**src/rtl/irq_chain_pkg.sv**
```systemverilog
// Package: shared sizing defaults and the per-cell identifier rule.
// Assumes identifiers are assigned densely upward from a base value.
package irq_chain_pkg;

    localparam int DEF_CELLS    = 8;
    localparam int DEF_VEC_W    = 8;
    localparam int DEF_VEC_BASE = 32;

    // Identifier returned by the cell at position idx.
    function automatic int cell_ident(input int base, input int idx);
        return base + idx;
    endfunction

endpackage

```
**src/rtl/irq_chain_cell.sv**
```systemverilog
// Module: one link of the acknowledge chain.
// Captures its device's request, forwards an acknowledge when idle and
// absorbs it when a request is held, driving its identifier while granted.
// Assumes ack_i is combinational from the cell ahead and valid before the edge.
module irq_chain_cell #(
    parameter int VW    = 8,
    parameter int IDENT = 0
) (
    input  logic          clk,
    input  logic          rst_n,
    input  logic          req_i,
    input  logic          ack_i,
    output logic          ack_o,
    output logic          grant_o,
    output logic          held_o,
    output logic [VW-1:0] vec_o
);

    localparam logic [VW-1:0] MY_VEC = VW'(IDENT);

    logic held_q;

    // Held request: set by the device, cleared by a grant, new request wins.
    always_ff @(posedge clk) begin
        if (!rst_n)
            held_q <= 1'b0;
        else
            held_q <= (held_q && !grant_o) || req_i;
    end

    // Absorb or forward the acknowledge and drive the identifier when granted.
    always_comb begin
        grant_o = ack_i && held_q;
        ack_o   = ack_i && !held_q;
        vec_o   = grant_o ? MY_VEC : '0;
    end

    assign held_o = held_q;

    // a grant only ever happens under an incoming acknowledge.
    assert_grant_needs_ack_R2: assert property (@(posedge clk) disable iff (!rst_n)
        grant_o |-> ack_i);

    // a held request that is not granted survives to the next cycle.
    assert_held_survives_R6: assert property (@(posedge clk) disable iff (!rst_n)
        (held_q && !grant_o) |=> held_q);

    // a grant without a fresh request empties the cell.
    assert_grant_clears_R7: assert property (@(posedge clk) disable iff (!rst_n)
        (grant_o && !req_i) |=> !held_q);

    // a request seen together with a grant remains held afterwards.
    assert_new_req_kept_R8: assert property (@(posedge clk) disable iff (!rst_n)
        (grant_o && req_i) |=> held_q);

endmodule

```
**src/rtl/irq_vec_bus.sv**
```systemverilog
// Module: shared vector bus merge.
// Each cell drives zero unless granted, so the bus is an OR across cells.
// Assumes at most one driver is non-zero in any cycle.
module irq_vec_bus #(
    parameter int N  = 8,
    parameter int VW = 8
) (
    input  logic [N-1:0][VW-1:0] drv_i,
    input  logic [N-1:0]         grant_i,
    output logic [VW-1:0]        bus_o,
    output logic                 valid_o
);

    logic [N:0][VW-1:0] acc;

    assign acc[0] = '0;

    // OR each cell's contribution into a running accumulator.
    for (genvar g = 0; g < N; g++) begin : g_merge
        assign acc[g+1] = acc[g] | drv_i[g];
    end

    // Present the merged bus and whether any cell is driving it.
    always_comb begin
        bus_o   = acc[N];
        valid_o = |grant_i;
    end

    // an idle bus is zero.
    always_comb begin
        if (!valid_o)
            assert_idle_bus_zero_R4: assert (bus_o == '0);
    end

endmodule

```
**src/rtl/irq_chain.sv**
```systemverilog
// Module: top of the daisy-chained vectored interrupt responder.
// Builds N cells, threads the acknowledge through them in index order,
// ORs held requests onto one request line and merges the vector bus.
// Assumes int_ack is high for one cycle per acknowledge and is synchronous.
module irq_chain
    import irq_chain_pkg::*;
#(
    parameter int N        = DEF_CELLS,
    parameter int VW       = DEF_VEC_W,
    parameter int VEC_BASE = DEF_VEC_BASE
) (
    input  logic          clk,
    input  logic          rst_n,
    input  logic [N-1:0]  dev_req,
    input  logic          int_ack,
    output logic          irq,
    output logic [VW-1:0] vec_out,
    output logic          vec_valid,
    output logic [N-1:0]  dev_granted,
    output logic          ack_tail
);

    logic [N:0]          ack_link;
    logic [N-1:0]        held;
    logic [N-1:0][VW-1:0] cell_vec;

    assign ack_link[0] = int_ack;

    // One cell per position; position sets priority.
    for (genvar g = 0; g < N; g++) begin : g_cell
        irq_chain_cell #(
            .VW    (VW),
            .IDENT (cell_ident(VEC_BASE, g))
        ) u_cell (
            .clk     (clk),
            .rst_n   (rst_n),
            .req_i   (dev_req[g]),
            .ack_i   (ack_link[g]),
            .ack_o   (ack_link[g+1]),
            .grant_o (dev_granted[g]),
            .held_o  (held[g]),
            .vec_o   (cell_vec[g])
        );
    end

    irq_vec_bus #(
        .N  (N),
        .VW (VW)
    ) u_bus (
        .drv_i   (cell_vec),
        .grant_i (dev_granted),
        .bus_o   (vec_out),
        .valid_o (vec_valid)
    );

    // Shared request line and the unclaimed acknowledge at the chain end.
    always_comb begin
        irq      = |held;
        ack_tail = ack_link[N];
    end

    // never more than one cell granted.
    assert_single_grant_R10: assert property (@(posedge clk) disable iff (!rst_n)
        $onehot0(dev_granted));

    // the bus is never driven without an acknowledge.
    assert_no_drive_idle_R4: assert property (@(posedge clk) disable iff (!rst_n)
        !int_ack |-> (!vec_valid && vec_out == '0));

    // an acknowledge reaches the tail only when no request is raised.
    assert_tail_when_empty_R5: assert property (@(posedge clk) disable iff (!rst_n)
        ack_tail |-> (int_ack && !irq));

    // an acknowledge while a request is raised is always absorbed.
    assert_ack_absorbed_R2: assert property (@(posedge clk) disable iff (!rst_n)
        (int_ack && irq) |-> (vec_valid && !ack_tail));

endmodule

```
**config.mk**
```make
export PLATFORM = sky130hd
export DESIGN_NAME = irq_chain
export DESIGN_NICKNAME = d
export VERILOG_FILES = /design/src/rtl/irq_chain_pkg.sv /design/src/rtl/irq_chain_cell.sv /design/src/rtl/irq_vec_bus.sv /design/src/rtl/irq_chain.sv
export SDC_FILE = /design/constraint.sdc
export NUM_CORES = 1
export LEC_CHECK = 0
export CORE_AREA = 4 4 41 43
export CTS_BUF_LIST = sky130_fd_sc_hd__clkbuf_4
export CTS_CLUSTER_DIAMETER = 30
export DETAILED_ROUTE_END_ITERATION = 7
export DIE_AREA = 0 0 45 47
export DONT_BUFFER_PORTS = 1
export SLEW_MARGIN = 0
export SYNTH_ARGS = -nofsm -noshare
export SYNTH_HDL_FRONTEND = slang
export SYNTH_SLANG_ARGS = --single-unit
```
**constraint.sdc**
```tcl
create_clock -name clk -period 1.33 [get_ports clk]
set_input_delay 0.0665 -clock clk [delete_from_list [all_inputs] [get_ports clk]]
set_output_delay 0.0665 -clock clk [all_outputs]
set_load 0.05 [all_outputs]
```
==> Word-level counts from Yosys, hierarchy flattened <==
Cells that the tools add are included.
{ "totals": {"register_bits": 8, "out_inout_bits": 19, "wordCells": 73} }
{ "op_classes": {"muxes": 8, "n_bitwise": 7, "reduce_logical": 50} }
{ "op_table": {"columns": ["cell", "count"], "rows": [
  ["$mux W6", 8],
  ["$or A8 B6 Y8", 6],
  ["$logic_and A1 B1 Y1", 24],
  ["$logic_not A1 Y1", 16],
  ["$reduce_or A8 Y1", 2],
  ["$logic_or A1 B1 Y1", 8],
  ["$or A6 B6 Y6", 1]
]} }

==> Depth between registers and ports, before layout <==
Gate-level depths: netlist (run 1).
{ "logic_depth": {"word_depth": 12, "mapped_depth": 5} }

==> By module <==
From an unflattened synthesis (run 1), not the netlist that was laid out.
{ "hier_totals": {"cells_unflattened": 142, "area_unflattened_um2": 1073.5} }
{ "modules_own_cells": {"columns": ["module", "n_inst", "cells_each", "area_each_um2"], "rows": [
  ["irq_chain_cell", 8, 14, 113.9],
  ["irq_vec_bus", 1, 27, 146.4],
  ["irq_chain", 1, 3, 16.3]
]} }

==> Worst setup path before layout (run 1) <==
OpenSTA, ideal clock, no wires.
{ "synth_timing": {"path_type": "register to output", "start": "register g_cell[2].u_cell.held_q", "end": "output port ack_tail", "arrival_ns": 2.003, "slack_ns": -0.739, "path_stages_with_launch": 5, "cell_sequence": "dfxtp_1 -> clkbuf_1 -> nor4_1 -> nand3_1 -> nor3_1"} }
{ "synth_via": {"elab_chain_len": 7} }
{ "synth_lines": {"columns": ["item", "line", "source"], "rows": [
  ["from (decl)", "irq_chain_cell.sv:21", "logic held_q;"],
  ["from (signal assigned)", "irq_chain_cell.sv:28", "held_q <= (held_q && !grant_o) || req_i;"],
  ["$logic_not A1 Y1", "irq_chain_cell.sv:34", "ack_o = ack_i && !held_q;"],
  ["$logic_and A1 B1 Y1 (6 in a row)", "irq_chain_cell.sv:34", null],
  ["to (decl)", "irq_chain.sv:20", "output logic ack_tail"]
]} }
Every way passes these cells.

==> Worst setup path in the final report (run 1) <==
{ "layout_timing": {"start": "register g_cell[1].u_cell.held_q", "end": "output port vec_out[2]"} }
{ "layout_via": {"elab_chain_len": 10} }
{ "layout_lines": {"columns": ["item", "line", "source"], "rows": [
  ["from (decl)", "irq_chain_cell.sv:21", null],
  ["from (signal assigned)", "irq_chain_cell.sv:28", null],
  ["$logic_not A1 Y1 (*)", "irq_chain_cell.sv:34", null],
  ["$logic_and A1 B1 Y1 (*) (3 in a row)", "irq_chain_cell.sv:34", null],
  ["$logic_and A1 B1 Y1 (on tied branches)", "irq_chain_cell.sv:33, irq_chain_cell.sv:34", null],
  ["$mux W6, or another cell as far along", "irq_chain_cell.sv:35", "vec_o = grant_o ? MY_VEC : '0;"],
  ["$or A8 B6 Y8, or another cell as far along (2 in a row)", "irq_vec_bus.sv:20", "assign acc[g+1] = acc[g] | drv_i[g];"],
  ["$or A8 B6 Y8 / $mux W6 (equally long branches)", "irq_vec_bus.sv:20, irq_chain_cell.sv:35", null],
  ["$or A8 B6 Y8 (*)", "irq_vec_bus.sv:20", null],
  ["to (decl)", "irq_chain.sv:17", "output logic [VW-1:0] vec_out,"]
]} }
Every way passes the cells marked *; elsewhere a longest branch is shown, timed or not.

==> metrics, run 1 <==
met3 wire len 125 µm; Netlist cell types 26; Util after Layout 80.1%; Layout Cells excl Fill 118; Placement Cell Area 806 µm²; hold depth 2; Post-Route M1 WL 755 µm; Internal 0.527 mW; CP Class reg -> out; Reg power frac 33.5%; Placed Cells 101; total number of vias 592; wire per inst 14.5 µm; Largest register FFs 8; Final TNS setup -2870 ps; Post-synth EDFFs 0; synth warn 0; Die W 45 µm; CTS HTree Levels 1; terminus of the critical flop-to-flop path g_cell[3].u_cell.held_o$_SDFF_PN0_; CP Data Arrival Time 1600 ps; die height 47 µm; highest net fanout along the worst path 5; Pleak 0.430 nW; Final #Nets 116; DP Wirelength 1130 µm; post-synthesis sequential area ratio 28.4%; CTS sink cnt 8; drt initial violations 6; Synth area leaders dfxtp_1, buf_4, nor2_1; total track usage 17.5%; total gr overflow 0; unrepaired setup endpoints after global routing true; synthesis-to-layout area growth 85.1%; final hold vios 0; clock skew 0.735 ps; worst hold path class in -> reg; final WL 1710 µm; Worst Reg-to-Reg Cells 4; fmax 0.600 GHz; largest family of logic cells by synthesized area simple AND/OR/NAND/NOR gates; # rows 13; Post-Syn Area per Cell 7.51 µm²; crit-path cells or3b_4, nor3_4, a21boi_4, buf_12; Synth Area in Compound Gates 17.6%; Synth top area share 28.4%; critical path endpoint vec_out[2]; min-delay src dev_req[5]; slowest stage delay, CP 430 ps; boundary pin count 30; post-route ant nets 0; fin crit share 125%; multiplexer share of the synthesized area 0%; post-synthesis adder-cell area fraction 0%; maximum vdd drop 0.617 mV; total of max-cap violations 0; Net Sw Frac 38.3%; clk_lat worst skew 260 ps; CP Buf/Inv Count 1; largest net degree at the start of global routing 10; Initial Util 43.3%; slowest stage cell on the critical path or3b_4; first-pass GRT wire length 2690 µm; Worst setup SP type register; CTS tree built; port bufs 0; Yosys top cell by area dfxtp_1; reg2reg start g_cell[1].u_cell.held_o$_SDFF_PN0_; Netlist Area Pre-Place 563 µm²; Met2 Wirelength 801 µm; critical path's top delay family simple AND/OR/NAND/NOR gates; GPL Wtd Cong 0.749; fin area 0.00104 mm²; Net Sw Power 0.327 mW; minimum clock period 1670 ps; status finished, violations left; Die ar. 0.00212 mm²; clock group share of total power 22.8%; layout cells sized above 1 50.5%; main flop type after synthesis dfxtp_1; DRC 0; critical path data required time 1260 ps; vias in the first global route 590; core box area 0.00130 mm²; pwr/cell area 819 mW/mm²; critical path depth 4; Yosys reg bits 8; vias per cell 5.02; cell count after synthesis 75; Final Slew Violations 0; total iterations of the first detailed-routing run 2; failing checks negative setup slack; Simple-Gate Fraction of Synth Area 34.4%; highest metal used met4; Final setup viols 13; CP Capture Type output pin; CTS clock-pin slew for the worst setup and hold paths 60 ps; flop2flop setup slack 0 ps; Logic pwr share 43.7%; CP startpoint g_cell[1].u_cell.held_o$_SDFF_PN0_; final antenna diode count 0; CTS Buf Count 3; hold_ws 4.79 ps; initial antenna violation count 0; Final WS setup -336 ps; CTS max path bufs 2; async set-reset flop share out of synthesis 0%; XOR/XNOR Fraction of Synth Area 0%; Root Driver clkbuf_4
-- worst reg2reg max path, stage by stage (launching register included) --
cell     delay, ps
dfxtp_2        320
or3b_4         430
buf_4          160
o21a_1         160
o21a_1         160
-- how the worst min path moves through the flow --
stage / endpoint / slack [ps]
detailed placement: g_cell[4].u_cell.held_o$_SDFF_PN0_ / 190
global placement: g_cell[4].u_cell.held_o$_SDFF_PN0_ / 180
floorplan: g_cell[4].u_cell.held_o$_SDFF_PN0_ / 180
CTS: g_cell[5].u_cell.held_o$_SDFF_PN0_ / 8
finish: g_cell[5].u_cell.held_o$_SDFF_PN0_ / 5
global route: g_cell[5].u_cell.held_o$_SDFF_PN0_ / 30
-- layout by cell type, fill, tap and decap left out, types with 4 or more instances in the layout --
cell	n
nor2b_1	4
buf_4	14
buf_12	6
conb_1	4
o21ai_0	5
dlygate4sd3_1	10
a21oi_1	4
nor2_1	5
buf_6	5
dfxtp_1	4
nand2_1	4
-- cell usage after synthesis, types with 2 or more instances --
cell,n
o21a_1,3
nand3_1,2
o21ai_0,5
nor2_1,9
nor2b_1,4
a21oi_1,5
dfxtp_1,8
nand2_1,4
and2_1,5
clkbuf_1,2
nand2b_1,2
buf_4,12
-- power by group through the flow --
stage,sequential [mW],combinational [mW],clock [mW]
finish,0.286,0.374,0.194
global placement,0.289,0.295,0
CTS,0.288,0.357,0.196
detailed placement,0.290,0.299,0
global route,0.289,0.393,0.208
floorplan,0.289,0.227,0
-- layer usage --
metal	global-route usage (%)	vias to the layer above
met1	22.1	270
met3	4.60	4
met4	8.19	0
li1	-	294
met2	27.7	24
met5	0	-
-- final cells by class --
class | instances | area [µm²]
Clock buffer | 3 | 22.5
Fill cell | 76 | 259
Tap cell | 15 | 18.8
Multi-Input combinational cell | 54 | 418
Inverter | 1 | 3.75
Sequential cell | 8 | 168
Timing Repair Buffer | 37 | 412
-- timing repair --
action                                 CTS  global route
hold buffers                            10             0
setup endpoints to repair               16            15
resized for setup                       20             4
pin swaps                                4             9
endpoints found under the hold margin    8             0
setup buffers                            2             5
-- through the flow --
step | setup slack, ps | power (mW)
floorplan | -105 | 0.516
global placement | -94.1 | 0.583
detailed placement | -116 | 0.589
CTS | -325 | 0.840
global route | -410 | 0.890
finish | -336 | 0.854
-- logic make-up after synthesis --
family,after synthesis
other cells,1
compound gates,16
buf+inv,16
flops,8
simple gates,34
(Power assumes the default switching activity.)
==> inputs of run 2 (changes only) <==
--- a/config.mk
+++ b/config.mk
@@ -5,13 +5,15 @@
 export SDC_FILE = /design/constraint.sdc
 export NUM_CORES = 1
 export LEC_CHECK = 0
-export CORE_AREA = 4 4 41 43
+export CORE_MARGIN = 4
+export CORE_UTILIZATION = 50
 export CTS_BUF_LIST = sky130_fd_sc_hd__clkbuf_4
 export CTS_CLUSTER_DIAMETER = 30
 export DETAILED_ROUTE_END_ITERATION = 7
-export DIE_AREA = 0 0 45 47
 export DONT_BUFFER_PORTS = 1
+export PLACE_DENSITY = 0.68
 export SLEW_MARGIN = 0
 export SYNTH_ARGS = -nofsm -noshare
 export SYNTH_HDL_FRONTEND = slang
+export SYNTH_HIERARCHICAL = 1
 export SYNTH_SLANG_ARGS = --single-unit
==> run 2 against run 1 <==
Die area increased by 40%. Critical path depth increased by 6. Clock skew increased by 9.8 ps. The flow still finishes with violations (negative setup slack). Largest cell class unchanged. Fmax decreased by 39%.
==> metrics, run 2 <==
synthesis-to-layout area growth 31.5%; DP Wirelength 1440 µm; total number of vias 818; initial antenna violation count 0; crit-path cells and2b_2, and2b_2, and2b_2, and2b_2, and2b_2, and2b_2, and2b_2, and2_4, nor4_4, nand2_4; highest net fanout along the worst path 6; Die ar. 0.00295 mm²; most frequent cells in the layout conb_1, buf_4, nor4_1; final hold vios 0; final antenna diode count 0; # rows 16; DRC 0; total track usage 17.9%; vias per cell 4.31; Final Slew Violations 0; Post-synth EDFFs 0; Final WS setup -1400 ps; status finished, violations left; post-route ant nets 0; total of max-cap violations 0; Util after Layout 70.5%; Yosys top cell by area buf_4; pwr/cell area 631 mW/mm²; unrepaired setup endpoints after global routing true; die height 54.3 µm; Worst setup SP type register; Pleak 0.737 nW; GPL Wtd Cong 0.723; Netlist cell types 9; largest net degree at the start of global routing 9; critical path's top delay family simple AND/OR/NAND/NOR gates; drt initial violations 2; post-synthesis sequential area ratio 14.9%; Synth area leaders buf_4, dfxtp_1, nor4_1; first-pass GRT wire length 3640 µm; Worst Reg-to-Reg Cells 10; Netlist Area Pre-Place 0.00107 mm²; boundary pin count 30; minimum clock period 2730 ps; final WL 2510 µm; port bufs 0; Synth top area share 44.8%; failing checks negative setup slack; worst hold path class in -> reg; critical path data required time 1260 ps; CTS clock-pin slew for the worst setup and hold paths 60 ps; total iterations of the first detailed-routing run 3; CTS Buf Count 3; layout cells sized above 1 46.0%; fin crit share 205%; Post-Syn Area per Cell 7.56 µm²; Most Frequent Cell on Critical Path and2b_2; main flop type after synthesis dfxtp_1; CP Data Arrival Time 2660 ps; total gr overflow 0; synth warn 6; core box area 0.00200 mm²; Yosys reg bits 8; CP Class reg -> out; clock skew 10.6 ps; async set-reset flop share out of synthesis 0%; most common cell after layout, fill and taps aside conb_1; wire per inst 13.2 µm; Synth top cells by count buf_4, nor4_1, nand2_1; CTS HTree Levels 1; critical path depth 10; CP Capture Type output pin; Initial Util 53.6%; fmax 0.366 GHz; Worst-Margin Slew 522 ps; most common cell in the netlist buf_4; cell count after synthesis 142; slowest stage delay, CP 330 ps; vias in the first global route 809; maximum vdd drop 0.611 mV; Tot Pwr 0.890 mW; Largest register FFs 8; worst relative slew slack 64.9%; slowest stage cell on the critical path dfxtp_2; Final #Nets 176; Final TNS setup -16,630 ps; Root Driver clkbuf_4; CP Buf/Inv Count 0; CTS tree built; CTS max path bufs 2; Die W 54.3 µm; clk_lat worst skew 270 ps; CTS sink cnt 8; hold depth 2; Final setup viols 18
-- run 2: cell types whose count changed after synthesis, moves of 6 or more --
cell | before | now
and2b_2 | 0 | 8
and2_2 | 0 | 8
conb_1 | 1 | 8
nor2_1 | 9 | 0
buf_4 | 12 | 64
nor4_1 | 1 | 20
nand2_1 | 4 | 10
-- run 2: report_power, final --
| group | internal, mW | switching, mW |
|---|---|---|
| clock | 0.104 | 0.101 |
| combinational | 0.194 | 0.219 |
| sequential | 0.258 | 0.0132 |
-- run 2: final cells by class --
cell class              count  area [µm²]
flip-flops and latches      8         163
fillers                   142         591
repair buffers             46         444
clock buffers               3        22.5
well taps                  27        33.8
multi-input cells         106         748
-- run 2: layer usage --
| layer | part of all wire [%] | vias up | GRT usage [%] |
|---|---|---|---|
| met5 | 0 | - | 0 |
| met4 | 4.1 | 0 | 7.88 |
| met3 | 5.4 | 10 | 4.63 |
| met2 | 55 | 27 | 36.9 |
| met1 | 35 | 376 | 15.6 |
| li1 | - | 405 | - |
-- run 2: cells by family after synthesis --
logic type / share of synthesized area [%]
buf+inv: 44.8
other cells: 2.80
flops: 14.9
compound gates: 5.59
simple gates: 31.9
-- run 2: final timing paths --
| check | slack (ps) | from | end |
|---|---|---|---|
| worst max-delay path | -1400 | g_cell[0].u_cell/held_o$_SDFF_PN0_ | vec_valid |
| worst min-delay path | 30 | int_ack | g_cell[0].u_cell/held_o$_SDFF_PN0_ |
| worst max register to register | -900 | g_cell[0].u_cell/held_o$_SDFF_PN0_ | g_cell[7].u_cell/held_o$_SDFF_PN0_ |
| worst min register to register | 710 | g_cell[4].u_cell/held_o$_SDFF_PN0_ | g_cell[4].u_cell/held_o$_SDFF_PN0_ |
-- run 2: timing repair --
| item | 4_1_cts | 5_1_grt |
|---|---|---|
| endpoints found under the hold margin | 8 | 0 |
| gates resized for setup | 26 | 16 |
| setup buffers | 8 | 4 |
| endpoints found under the setup margin | 18 | 20 |
| pin swaps | 6 | 6 |
| hold buffers | 9 | 0 |
-- run 2: per-stage QoR --
stage               instance area [µm²]  hold slack [ps]  instances  worst slack, ps
global route                       1410             48.7        190            -1500
global placement                   1050              185        166            -1060
CTS                                1320             31.6        186            -1290
detailed placement                 1050              189        166            -1120
floorplan                          1310              184        178            -1120
finish                             1410             31.0        190            -1400
